<file path="config.mk">
export PLATFORM = sky130hd
export DESIGN_NAME = dram_rd_seq
export DESIGN_NICKNAME = d
export VERILOG_FILES = /design/src/rtl/dram_rd_seq.sv
export SDC_FILE = /design/constraint.sdc
export NUM_CORES = 1
export LEC_CHECK = 0
export BUFFER_PORTS_ARGS = -buffer_cell sky130_fd_sc_hd__buf_2
export CAP_MARGIN = 40
export CORE_MARGIN = 4
export CORE_UTILIZATION = 45
export CTS_CLUSTER_DIAMETER = 80
export DETAILED_ROUTE_END_ITERATION = 16
export GPL_ROUTABILITY_DRIVEN = 0
export GPL_TIMING_DRIVEN = 0
export PLACE_DENSITY = 0.8
export REMOVE_ABC_BUFFERS = 1
export SLEW_MARGIN = 30
export SYNTH_ARGS = -nofsm -noshare
export SYNTH_HDL_FRONTEND = slang
export SYNTH_SLANG_ARGS = --single-unit
</file>
<file path="constraint.sdc">
create_clock -name clk -period 3.86 [get_ports clk]
set_clock_uncertainty 0.15 [all_clocks]
set_input_delay 1.158 -clock clk [delete_from_list [all_inputs] [get_ports clk]]
set_output_delay 1.158 -clock clk [all_outputs]
set_load 0.05 [all_outputs]
</file>
<file path="src/rtl/dram_rd_seq.sv">
module dram_rd_seq #(
  parameter int ADDR_W  = 25,
  parameter int COL_MIN = 8
) (
  input  logic              clk,
  input  logic              rst_n,
  input  logic              req_start,
  input  logic [ADDR_W-1:0] req_addr,
  input  logic              req_word,
  input  logic [3:0]        cfg_page,
  input  logic              cfg_dualcas,
  input  logic [15:0]       mem_dq,
  output logic [ADDR_W-1:0] mem_addr,
  output logic              ras_n,
  output logic              cas_n,
  output logic              casl_n,
  output logic              cash_n,
  output logic              wel_n,
  output logic              weh_n,
  output logic              we_n,
  output logic              rd_n,
  output logic              cs_n,
  output logic              busy,
  output logic              done,
  output logic [31:0]       rdata
);
  localparam logic [2:0] P_IDLE = 3'd0, P_Q1 = 3'd1, P_Q5 = 3'd5;

  logic [2:0]        phase;
  logic [ADDR_W-1:0] idx_q;
  logic              word_q, second_q, dual_q;
  logic [3:0]        page_q;
  logic [15:0]       hi_q;
  logic [4:0]        col_w;
  logic [ADDR_W-1:0] row_a, col_a;
  logic              act, colph;

  assign col_w = 5'(COL_MIN) + {1'b0, page_q};
  assign row_a = idx_q >> col_w;
  assign col_a = idx_q & ~({ADDR_W{1'b1}} << col_w);

  assign busy  = (phase != P_IDLE);
  assign act   = (phase >= 3'd2);
  assign colph = (phase >= 3'd4);

  assign ras_n  = ~act;
  assign cs_n   = ~act;
  assign rd_n   = ~act;
  assign cas_n  = ~(colph & ~dual_q);
  assign casl_n = ~(colph & dual_q);
  assign cash_n = ~(colph & dual_q);
  assign we_n   = 1'b1;
  assign wel_n  = 1'b1;
  assign weh_n  = 1'b1;
  assign mem_addr = colph ? col_a : (act ? row_a : '0);

  always_ff @(posedge clk or negedge rst_n) begin
    if (!rst_n) begin
      phase    <= P_IDLE;
      idx_q    <= '0;
      word_q   <= 1'b0;
      second_q <= 1'b0;
      dual_q   <= 1'b0;
      page_q   <= '0;
      hi_q     <= '0;
      done     <= 1'b0;
      rdata    <= '0;
    end else begin
      done <= 1'b0;
      case (phase)
        P_IDLE: if (req_start) begin
          idx_q    <= req_addr >> 1;
          word_q   <= req_word;
          page_q   <= cfg_page;
          dual_q   <= cfg_dualcas;
          second_q <= 1'b0;
          phase    <= P_Q1;
        end
        P_Q5: if (word_q && !second_q) begin
          hi_q     <= mem_dq;
          second_q <= 1'b1;
          idx_q    <= idx_q + ADDR_W'(1);
          phase    <= P_Q1;
        end else begin
          rdata <= second_q ? {hi_q, mem_dq} : {mem_dq, 16'h0000};
          done  <= 1'b1;
          phase <= P_IDLE;
        end
        default: phase <= phase + 3'd1;
      endcase
    end
  end

  a_r5_cas_within_ras: assert property (@(posedge clk) disable iff (!rst_n)
    (!cas_n || !casl_n) |-> !ras_n);
  a_r6_split_pair: assert property (@(posedge clk) disable iff (!rst_n)
    (casl_n == cash_n) && (cas_n || casl_n));
  a_r2_q1_ras_high: assert property (@(posedge clk) disable iff (!rst_n)
    $rose(busy) |-> ras_n);
  a_r3_row_hold: assert property (@(posedge clk) disable iff (!rst_n)
    $fell(ras_n) |=> $stable(mem_addr));
  a_r10_done_single: assert property (@(posedge clk) disable iff (!rst_n)
    done |=> !done);
  a_r7_done_after_cas: assert property (@(posedge clk) disable iff (!rst_n)
    done |-> $past(!cas_n || !casl_n));
endmodule

</file>
**Word level (Yosys, flattened, before mapping)**

Index checks and enable logic that the tools add are counted.

- Word-level logic and storage cells: 51
- Flip-flop bits (word level): 84
- Input bits: 50

- Order comparisons: 2
- Add/subtract/negate cells: 3
- Multiplexer cells: 14
- Reductions and logical operators: 9
- Bitwise operators: 9
- Eq/ne operators: 3
- Shift operators: 2

Operators by type and width:

| operator | count |
|---|---|
| $mux 25 | 4 |
| $pmux 25 s2 | 1 |
| $mux 32 | 1 |
| $add 25x1->25 const B | 1 |
| $and 25x25->25 | 1 |
| $not 25->25 | 1 |
| $shl 25x5->25 const A | 1 |
| $shr 25x5->25 | 1 |
| $pmux 3 s2 | 1 |
| $reduce_and 2->1 | 3 |
| $add 4x4->5 const A | 1 |
| $mux 1 | 5 |
| $not 1->1 | 5 |
| $ne 2x2->1 const B | 2 |
| $add 3x1->3 const B | 1 |
| $eq 3x3->1 const B | 1 |
| $ge 3x2->1 const B | 1 |
| $ge 3x3->1 const B | 1 |
| $logic_not 3->1 | 1 |
| $mux 3 | 1 |
| $reduce_and 3->1 | 1 |
| $reduce_bool 3->1 | 1 |
| $and 1x1->1 | 2 |
| $pmux 1 s2 | 1 |
| other kinds (3) | 3 |

**Longest topological paths before layout**

Gate-level depths: netlist of the first run.

- Depth in word-level cells: 5
- Gate-level depth with buffers: 8
- Depth with buffers taken out: 6

**Worst setup path after synthesis of the first run**

OpenSTA, ideal clock, no wires.

- Kind: reg2out
- From: register phase[0]
- To: output mem_addr[5]
- Buffers on the path: 1
- Cell stages (with the launch flop): 7
- Slack: -0.438 ns
- Data required time: 2.552 ns
- Arrival: 2.990 ns
- Cells stage by stage: dfrtp_1 inv_1 ha_1 o21bai_1 or2_2 clkbuf_1 o311ai_0

- Cells in the longest elaborated chain, start to end: 3
- Elaborated cells on any way between the ends: 4
- Classes of those cells: 2 x order compare; 2 x mux

Ends and longest elaborated chain:

| what | RTL line | RTL |
|---|---|---|
| start, declared | 29 | `logic [2:0] phase;` |
| start signal, assigned | 89 | `default: phase <= phase + 3'd1;` |
| $ge 3x2->1 | 43 | `assign act = (phase >= 3'd2);` |
| $mux 25 | 55 | `assign mem_addr = colph ? col_a : (act ? row_a : '0);` |
| $mux 25 (*) | 55 |  |
| end, declared | 13 | `output logic [ADDR_W-1:0] mem_addr,` |

Mark *: on every way between the ends. The rest lies on a longest branch, timed or not.

**Final worst setup path of the first run**

- From: register phase[2]
- To: output mem_addr[16]

The elaborated chain is that of the path after synthesis.

==> summary.txt, run 1 <==
GRT
  • First-pass GRT wire length: 22,200 um
  • Grt ovf: 0
  • Vias in the first global route: 4,441
  • Largest net degree at the start of global routing: 44
  • Gr usage total: 20.9%
  • Initial antenna violation count: 0

Layout
  • Finished layout cell area: 5910 sq um
  • Diode count: 0
  • Non-filler instance count after layout: 761
  • Footprint of the multi-input gates: 2650 sq um
  • FF/Latch Area: 2110 sq um
  • Layout Nets: 671
  • Area growth syn-to-layout: 16.8%
  • Layout filler cell count: 970
  • Layout cells sized above 1: 27.1%

Clocking
  • Clock-pin slew on the worst setup and hold paths: 0.06 ns
  • CTS tree: yes
  • CTS root buf: clkbuf_16
  • Worst skew pair latency: 0.34 ns
  • CTS max path bufs: 2
  • Htree depth: 3
  • Clock Sinks: 84
  • Inserted Clock Buffers: 9
  • Hold_buf cts: 0
  • # Post-CTS Setup Buffers: 0

Pwr
  • Peak supply drop: 798 uV
  • PD cells: 1060 nW/um^2
  • Leak: 2.75 nW

Logic synthesis
  • Ys Warns: 0
  • Ys flop type: dfrtp_1
  • Top cells by area, synth: dfrtp_1 42%, nand2_1 7.8%, mux2i_1 5.3%
  • Post-synth top cells: 105 x nand2_1, 84 x dfrtp_1, 46 x o21ai_0, 27 x mux2i_1, 24 x a21oi_1
  • Synth cell types: 68
  • Cells after Synth: 544
  • Sequential fraction of the synthesis area: 41.6%
  • Post-Syn Area: 5060 sq um
  • Avg Cell Area, Syn: 9.30 sq um
  • Async S/R FF share, synth: 100%
  • Area leader, netlist: dfrtp_1
  • Number of flops mapped to enable cells by yosys: 0
  • FF+latch count, synth: 84
  • Post-synth top area share: 41.6%
  • Most common cell in the synthesized netlist: nand2_1

STA
  • Setup WS post-layout: 0.115 ns
  • Fmax: 0.267 GHz
  • Hold Slack: 0.329 ns
  • RSZ-0062 raised after global routing: false
  • Endpoints failing setup: 0
  • Crit share post-route: 97.0%
  • Worst-Margin Slew: 0.812 ns
  • Relative slew slack: 45.8%
  • Minimum clock period: 3.74 ns
  • Max-slew violations: 0
  • Fin. Hold Viols: 0

Critical path
  • Worst Setup Start Kind: flop
  • R2R Path Start: phase[1]$_DFFE_PN0P_
  • CP max FO: 31
  • Worst setup EP type: output pin
  • CP Class: flop to output pin
  • Required arrival time at the worst endpoint: 2.55 ns
  • Crit path DAT: 2.44 ns
  • CP startpoint: phase[2]$_DFFE_PN0P_

Floorplan
  • Die Wd: 114 um
  • Io pins: 118
  • # rows: 38
  • Total core area: 10,900 sq um
  • Initial Utilization: 46.2%
  • Chip Height: 114 um
  • Die area: 13,000 sq um

Run status
  • Outcome: finished clean

Route
  • DRC: 0
  • Via density: 6.10
  • Pre-antenna DRT Iters: 12
  • Final WL: 13,700 um
  • Detail Route Antenna Nets: 0
  • Via count: 4,641
  • Initial DRC Count: 558
  • WL per Instance: 18.0 um

Run
  • Max Cap Violations: 0

Min path
  • Min-delay worst type: flop to flop
  • Hold wc startpoint: hi_q[0]$_DFFE_PN0P_

Placement
  • Post-DP HPWL: 9600 um
  • Placed cells: 743
  • Area after DPL: 5570 sq um
  • DP Worst Slack: 0.219 ns
  • Port Buffers: 111
[where the power goes]
group	total (mW)	internal (mW)	switching, mW
combinational	3.48	1.10	2.38
sequential	1.91	1.31	0.604
clock	0.855	0.453	0.402
[timing repair]
action,4_1_cts,5_1_grt
setup endpoints to repair,10,4
pin swaps,0,0
cloned,0,0
resized for setup,4,1
[per-layer routing]
layer  wire length (um)  GRT usage [%]
met4                280           6.41
met3               1020           4.08
met2               6700           35.1
met1               5710           27.3
met5                  0              0
[worst paths after layout]
check / end / slack (ns) / cells after the start
max in group asynchronous: second_q$_DFFE_PN0P_ / 2.43 / 2
worst max register to register: idx_q[23]$_DFFE_PN0P_ / 1.14 / 6
worst max-delay path: mem_addr[16] / 0.12 / 5
worst min-delay path: hi_q[0]$_DFFE_PN0P_ / 0.33 / 2
worst min register to register: hi_q[0]$_DFFE_PN0P_ / 0.33 / 2
min in group asynchronous: rdata[13]$_DFFE_PN0P_ / 0.57 / 1
[layout by cell type, fill, tap and decap left out, types with 4 or more instances in the layout]
cell,netlist,layout
o311ai_0,4,4
ha_1,5,5
nand4_1,5,5
nand2b_1,4,4
o22ai_1,6,6
dfrtp_2,0,4
inv_1,6,6
and4_1,5,5
mux2i_1,27,27
and3_1,9,9
a21oi_1,24,24
nor2_1,20,19
conb_1,2,5
clkbuf_16,0,9
o21ai_0,46,46
a22o_1,19,19
mux4_2,9,9
nor3_1,14,12
nand3_1,13,13
buf_2,16,110
a222oi_1,5,5
dfrtp_1,84,80
nand2_1,105,105
o211ai_1,5,5
[cell families (layout without fill, tap and decap cells)]
| family | after synthesis | after routing | share of synthesized area, % |
|---|---|---|---|
| AND/OR/NAND/NOR | 203 | 203 | 19.6 |
| multiplexers | 40 | 40 | 11.1 |
| other | 2 | 5 | 0.148 |
| buffers and inverters | 66 | 140 | 6.80 |
| adder cells (fa/ha/maj) | 5 | 5 | 1.24 |
| AO/OA/AOI/OAI | 144 | 144 | 19.5 |
| flip-flops | 84 | 84 | 41.6 |
[critical path, cell delays in order, from the launching register on]
cell	delay, ns
dfrtp_2	0.58
o21bai_1	0.32
nand2b_1	0.35
or4_1	0.45
o21ai_0	0.09
buf_2	0.29
[area by class of cell]
type / instances / share of cell area [%]
multi-input combinational: 397 / 44.8
sequential: 84 / 35.7
timing repair buffer: 117 / 11.1
clock buffer: 9 / 3.81
tap: 140 / 2.96
clock inverter: 7 / 1.19
inverter: 7 / 0.445
[sequential cells by signal (all words and copies together) (netlist names)]
register / count
rdata: 32
idx_q: 25
hi_q: 16
page_q: 4
phase: 3
done: 1
dual_q: 1
second_q: 1
word_q: 1
[through the flow]
stage	utilization, %	power [mW]	TNS [ns]
6_report	54.0	6.25	0
4_1_cts	53.8	6.21	0
2_1_floorplan	-	4.38	-4.09
3_5_place_dp	51.0	5.33	0
3_3_place_gp	50.1	5.19	-6.91
5_1_grt	54.0	6.58	0
Power figures use the tool's default switching activity.
==> run 2, diff against run 1 <==
- BUFFER_PORTS_ARGS: -buffer_cell sky130_fd_sc_hd__buf_2 -> -buffer_cell sky130_fd_sc_hd__clkbuf_2
- SKIP_LAST_GASP: unset -> 1
==> run 2 against run 1 <==
  * Cell area rose by 0.83%
  * Core utilization up 0.45 points
  * Fmax fell by 0.11%
  * Worst setup slack got worse by 0.0041 ns
  * Hold slack lost 0.0048 ns
  * Register-to-register slack got worse by 0.03 ns
  * Via count increased by 1.2%
  * Count of clock-buffer cells in the layout unchanged
  * First-iteration DRC count up 16%
==> summary.txt, run 2 (synthesized netlist as in run 1, its figures left out) <==
Route
  • DRC: 0 (unchanged)
  • Pre-antenna DRT Iters: 8 (-4)
  • Initial DRC Count: 645 (+16%)
  • Via density: 6.16 (+0.94%)
  • Detail Route Antenna Nets: 0 (unchanged)
  • WL per Instance: 18.4 um (+2.1%)
  • Via count: 4,697 (+1.2%)
  • Final WL: 14,000 um (+2.4%)

Placement
  • Post-DP HPWL: 9640 um (+0.41%)
  • DP Worst Slack: 0.195 ns (-0.0241 ns)
  • Placed cells: 744 (+0.13%)
  • Port Buffers: 111 (unchanged)

Floorplan
  • Chip Height: 114 um (unchanged)
  • Die Wd: 114 um (unchanged)
  • # rows: 38 (unchanged)
  • Initial Utilization: 46.2% (unchanged)
  • Total core area: 10,900 sq um (unchanged)
  • Die area: 13,000 sq um (unchanged)
  • Io pins: 118 (unchanged)

STA
  • Max-slew violations: 0 (unchanged)
  • RSZ-0062 raised after global routing: false
  • Crit share post-route: 97.1% (+0.11 points)
  • Minimum clock period: 3.75 ns (+0.00408 ns)
  • Endpoints failing setup: 0 (unchanged)
  • Hold Slack: 0.324 ns (-0.00481 ns)
  • Fmax: 0.267 GHz (-0.11%)
  • Setup WS post-layout: 0.111 ns (-0.00408 ns)
  • Fin. Hold Viols: 0 (unchanged)
  • Worst-Margin Slew: 0.763 ns (-0.0482 ns)
  • Relative slew slack: 49.0% (+3.2 points)

Layout
  • Most frequent cells in the layout: 110 x clkbuf_2, 105 x nand2_1, 81 x dfrtp_1
  • Most flop-heavy register: rdata
  • Footprint of the multi-input gates: 2650 sq um (+0.14%)
  • Commonest non-fill, non-tap cell in the layout: clkbuf_2
  • Non-filler instance count after layout: 763 (+0.26%)
  • Diode count: 0 (unchanged)
  • Area growth syn-to-layout: 17.8%
  • Layout filler cell count: 950 (-2.1%)
  • Max FFs per register: 32 (unchanged)
  • Regs by FF count: rdata (32), idx_q (25), hi_q (16)
  • Layout cells sized above 1: 27.3% (+0.23 points)
  • Layout Nets: 673 (+0.30%)
  • FF/Latch Area: 2110 sq um (about the same)

GRT
  • Initial antenna violation count: 0 (unchanged)
  • Gr usage total: 21.2% (+0.29 points)
  • Grt ovf: 0 (unchanged)
  • First-pass GRT wire length: 22,200 um (+0.31%)
  • Largest net degree at the start of global routing: 44 (unchanged)
  • Vias in the first global route: 4,387 (-1.2%)

Critical path
  • CP Class: flop to output pin
  • Slowest stage delay, CP: 0.61 ns (+0.03 ns)
  • Crit path DAT: 2.44 ns (about the same)
  • Required arrival time at the worst endpoint: 2.55 ns (about the same)
  • Worst path cell trace: buf_8 > mux4_1 > a222oi_1 > o21ai_0 > clkbuf_2
  • Worst setup EP type: output pin
  • CP max FO: 14 (-55%)
  • CP max-delay cell: mux4_1
  • Worst Setup Start Kind: flop

Clocking
  • CTS max path bufs: 2 (unchanged)
  • Clock-pin slew on the worst setup and hold paths: 0.07 ns (about the same)
  • CTS root buf: clkbuf_16
  • Worst skew pair latency: 0.34 ns (about the same)
  • Clock Sinks: 84 (unchanged)
  • Inserted Clock Buffers: 9 (unchanged)
  • CTS tree: yes
  • Hold_buf cts: 0 (unchanged)
  • Htree depth: 3 (unchanged)

Run status
  • Outcome: finished clean

Min path
  • Min-delay worst type: flop to flop

Run
  • Max Cap Violations: 0 (unchanged)
-- run 2: changes by cell type in the layout (fill, tap and decap cells not counted), sizes merged --
cell | before | now
clkinvlp | 3 | 1
bufinv | 0 | 1
buf | 117 | 8
inv | 10 | 11
clkbuf | 9 | 120
-- run 2: per-layer routing --
layer	track usage [%]	up-vias	routed length, um
met5	0	-	0
met2	34.0	298	6790
met4	7.05	0	313
met1	28.1	2234	5610
li1	-	2129	-
met3	5.25	36	1330
-- run 2: worst paths after layout --
path	from	end	slack [ns]	cells after the start
min reg2reg	hi_q[10]$_DFFE_PN0P_	hi_q[10]$_DFFE_PN0P_	0.32	2
max reg2reg	phase[1]$_DFFE_PN0P_	idx_q[18]$_DFFE_PN0P_	1.11	6
max	page_q[1]$_DFFE_PN0P_	mem_addr[2]	0.11	5
max in group asynchronous	rst_n	page_q[1]$_DFFE_PN0P_	2.40	2
min in group asynchronous	rst_n	rdata[6]$_DFFE_PN0P_	0.58	1
min	hi_q[10]$_DFFE_PN0P_	hi_q[10]$_DFFE_PN0P_	0.32	2
-- run 2: area by class of cell --
| type | instances | share of cell area (%) |
|---|---|---|
| timing repair buffer | 119 | 11.5 |
| sequential | 84 | 35.4 |
| tap | 140 | 2.94 |
| inverter | 7 | 0.441 |
| multi-input combinational | 397 | 44.5 |
| clock inverter | 7 | 1.49 |
| clock buffer | 9 | 3.78 |
-- run 2: repair_timing --
action	in CTS	in global routing
buffers inserted	0	0
setup endpoints to repair	11	3
resized for setup	5	2
cloned	0	0
-- run 2: critical path, delay by kind of cell, from the launching register on --
family | cells | cell delay, ns
compound gates | 2 | 0.44
mux | 1 | 0.61
buf+inv | 2 | 0.48
flops | 1 | 0.56
-- run 2: per-stage QoR --
stage / TNS, ns / util [%] / area, sq um
5_1_grt: 0 / 54.5 / 5960
6_report: 0 / 54.5 / 5960
3_5_place_dp: 0 / 51.1 / 5590
4_1_cts: 0 / 54.1 / 5920
2_1_floorplan: -4.09 / - / 4750
3_3_place_gp: -7.29 / 50.1 / 5480
Power of run 2 is left out: the tool's default activity adds up to more than one toggle a clock period on the data nets, which glitch-free logic cannot reach.
==> run 3, diff against run 2 <==
- PLACE_DENSITY: 0.8 -> 0.69
==> run 3 against run 2 <==
  * Non-clock buffer count unchanged
  * Sequential share of layout area is 0.24 points higher
  * Global-route usage is 1.1 points higher
  * Worst setup slack worse by 0.047 ns
  * Via count is 1.6% lower
  * Cell area is 0.67% lower
  * Critical path depth did not move
  * Register-to-register slack improved by 0.06 ns
  * Largest cell class unchanged
  * Fmax fell by 1.2%
==> summary.txt, run 3 (synthesized netlist as in run 1, its figures left out) <==
GRT
  • Initial antenna violation count: 0 (unchanged)
  • Gr usage total: 22.3% (+1.1 points)
  • First-pass GRT wire length: 23,100 um (+3.8%)
  • Largest net degree at the start of global routing: 59 (+34%)
  • Grt ovf: 0 (unchanged)
  • Vias in the first global route: 4,565 (+4.1%)

Floorplan
  • Die area: 13,000 sq um (unchanged)
  • Chip Height: 114 um (unchanged)
  • Die Wd: 114 um (unchanged)
  • Io pins: 118 (unchanged)
  • Initial Utilization: 46.2% (unchanged)
  • Total core area: 10,900 sq um (unchanged)
  • # rows: 38 (unchanged)

Layout
  • Layout cells sized above 1: 27.2% (-0.12 points)
  • Layout Nets: 673 (unchanged)
  • Most frequent cells in the layout: 109 x clkbuf_2, 105 x nand2_1, 81 x dfrtp_1
  • Util after Layout: 54.1% (-0.37 points)
  • Max FFs per register: 32 (unchanged)
  • Regs by FF count: rdata (32), idx_q (25), hi_q (16)
  • FF/Latch Area: 2110 sq um (unchanged)
  • Commonest non-fill, non-tap cell in the layout: clkbuf_2
  • Area growth syn-to-layout: 17.0%
  • Most flop-heavy register: rdata
  • Diode count: 0 (unchanged)
  • Layout filler cell count: 988 (+4.0%)
  • Footprint of the multi-input gates: 2650 sq um (about the same)
  • Finished layout cell area: 5920 sq um (-0.67%)
  • Non-filler instance count after layout: 762 (-0.13%)

Clocking
  • Inserted Clock Buffers: 9 (unchanged)
  • PostCTS Resize Cnt: 3 (-2)
  • CTS tree: yes
  • Hold_buf cts: 0 (unchanged)
  • Worst skew pair latency: 0.35 ns (about the same)
  • CTS max path bufs: 2 (unchanged)
  • CTS root buf: clkbuf_16
  • Htree depth: 3 (unchanged)
  • Clock-pin slew on the worst setup and hold paths: 0.06 ns (about the same)
  • Clock Sinks: 84 (unchanged)
  • # Post-CTS Setup Buffers: 0 (unchanged)

Route
  • Final WL: 14,200 um (+1.0%)
  • Detail Route Antenna Nets: 0 (unchanged)
  • DRC: 0 (unchanged)
  • Via count: 4,621 (-1.6%)
  • WL per Instance: 18.6 um (+1.2%)
  • WL met1: 6160 um (+9.7%)
  • Initial DRC Count: 464 (-28%)
  • Metal2 WL: 6640 um (-2.1%)
  • Metal3 WL: 1090 um (-18%)
  • Pre-antenna DRT Iters: 6 (-2)
  • Uppermost layer routed: met4
  • Via density: 6.06 (-1.5%)

Placement
  • DP Worst Slack: 0.120 ns (-0.0758 ns)
  • Port Buffers: 111 (unchanged)
  • Post-DP HPWL: 9760 um (+1.2%)
  • Placed cells: 745 (+0.13%)
  • Area after DPL: 5600 sq um (+0.13%)

STA
  • Hold Slack: 0.328 ns (+0.00405 ns)
  • Fmax: 0.263 GHz (-1.2%)
  • Max-slew violations: 0 (unchanged)
  • Relative slew slack: 45.0% (-4.0 points)
  • Worst-Margin Slew: 0.822 ns (+0.0591 ns)
  • Setup WS post-layout: 0.0644 ns (-0.0469 ns)
  • Minimum clock period: 3.80 ns (+0.0469 ns)
  • Setup TNS Final: 0 ns (unchanged)
  • Crit share post-route: 98.3% (+1.2 points)
  • Endpoints failing setup: 0 (unchanged)
  • RSZ-0062 raised after global routing: false
  • Fin. Hold Viols: 0 (unchanged)

Pwr
  • Power after layout: 6.23 mW
  • PD cells: 1050 nW/um^2
  • Peak supply drop: 639 uV
  • Leak: 2.75 nW

Critical path
  • CP Class: flop to output pin
  • Worst Setup Start Kind: flop
  • CP max FO: 17 (+3)
  • Required arrival time at the worst endpoint: 2.55 ns (about the same)
  • Worst setup EP type: output pin
  • Crit path DAT: 2.49 ns (+0.05 ns)

Run status
  • Outcome: finished clean

Run
  • Max Cap Violations: 0 (unchanged)

Min path
  • Min-delay worst type: flop to flop
[run 3: worst paths after layout]
kind / from / endpoint / slack [ns] / depth (start not counted)
max in group asynchronous: rst_n / page_q[0]$_DFFE_PN0P_ / 2.43 / 2
max reg2reg: phase[1]$_DFFE_PN0P_ / idx_q[23]$_DFFE_PN0P_ / 1.17 / 7
min: hi_q[0]$_DFFE_PN0P_ / hi_q[0]$_DFFE_PN0P_ / 0.33 / 2
min reg2reg: hi_q[0]$_DFFE_PN0P_ / hi_q[0]$_DFFE_PN0P_ / 0.33 / 2
min in group asynchronous: rst_n / page_q[3]$_DFFE_PN0P_ / 0.55 / 1
max: page_q[1]$_DFFE_PN0P_ / mem_addr[5] / 0.06 / 5
[run 3: final cells by class]
class | count | area share (%)
Clock buffer | 9 | 3.81
Clock inverter | 6 | 0.825
Inverter | 7 | 0.444
Multi-Input combinational cell | 397 | 44.8
Sequential cell | 84 | 35.6
Tap cell | 140 | 2.96
Timing Repair Buffer | 119 | 11.6
[run 3: per-layer routing]
layer / GRT usage [%] / vias up
met5: 0 / -
met2: 35.3 / 240
met4: 9.26 / 0
met1: 30.2 / 2216
met3: 3.93 / 23
li1: - / 2142
[run 3: critical path: stages (launching register included)]
cell	delay, ns
dfrtp_1	0.61
buf_8	0.23
mux2i_1	0.11
mux2_2	0.31
o311ai_0	0.50
clkbuf_2	0.37
[run 3: where the power goes]
part	switching, mW	internal (mW)	total, mW
registers	0.599	1.31	1.91
clock network	0.387	0.440	0.828
logic	2.40	1.10	3.49
total	3.38	2.85	6.23
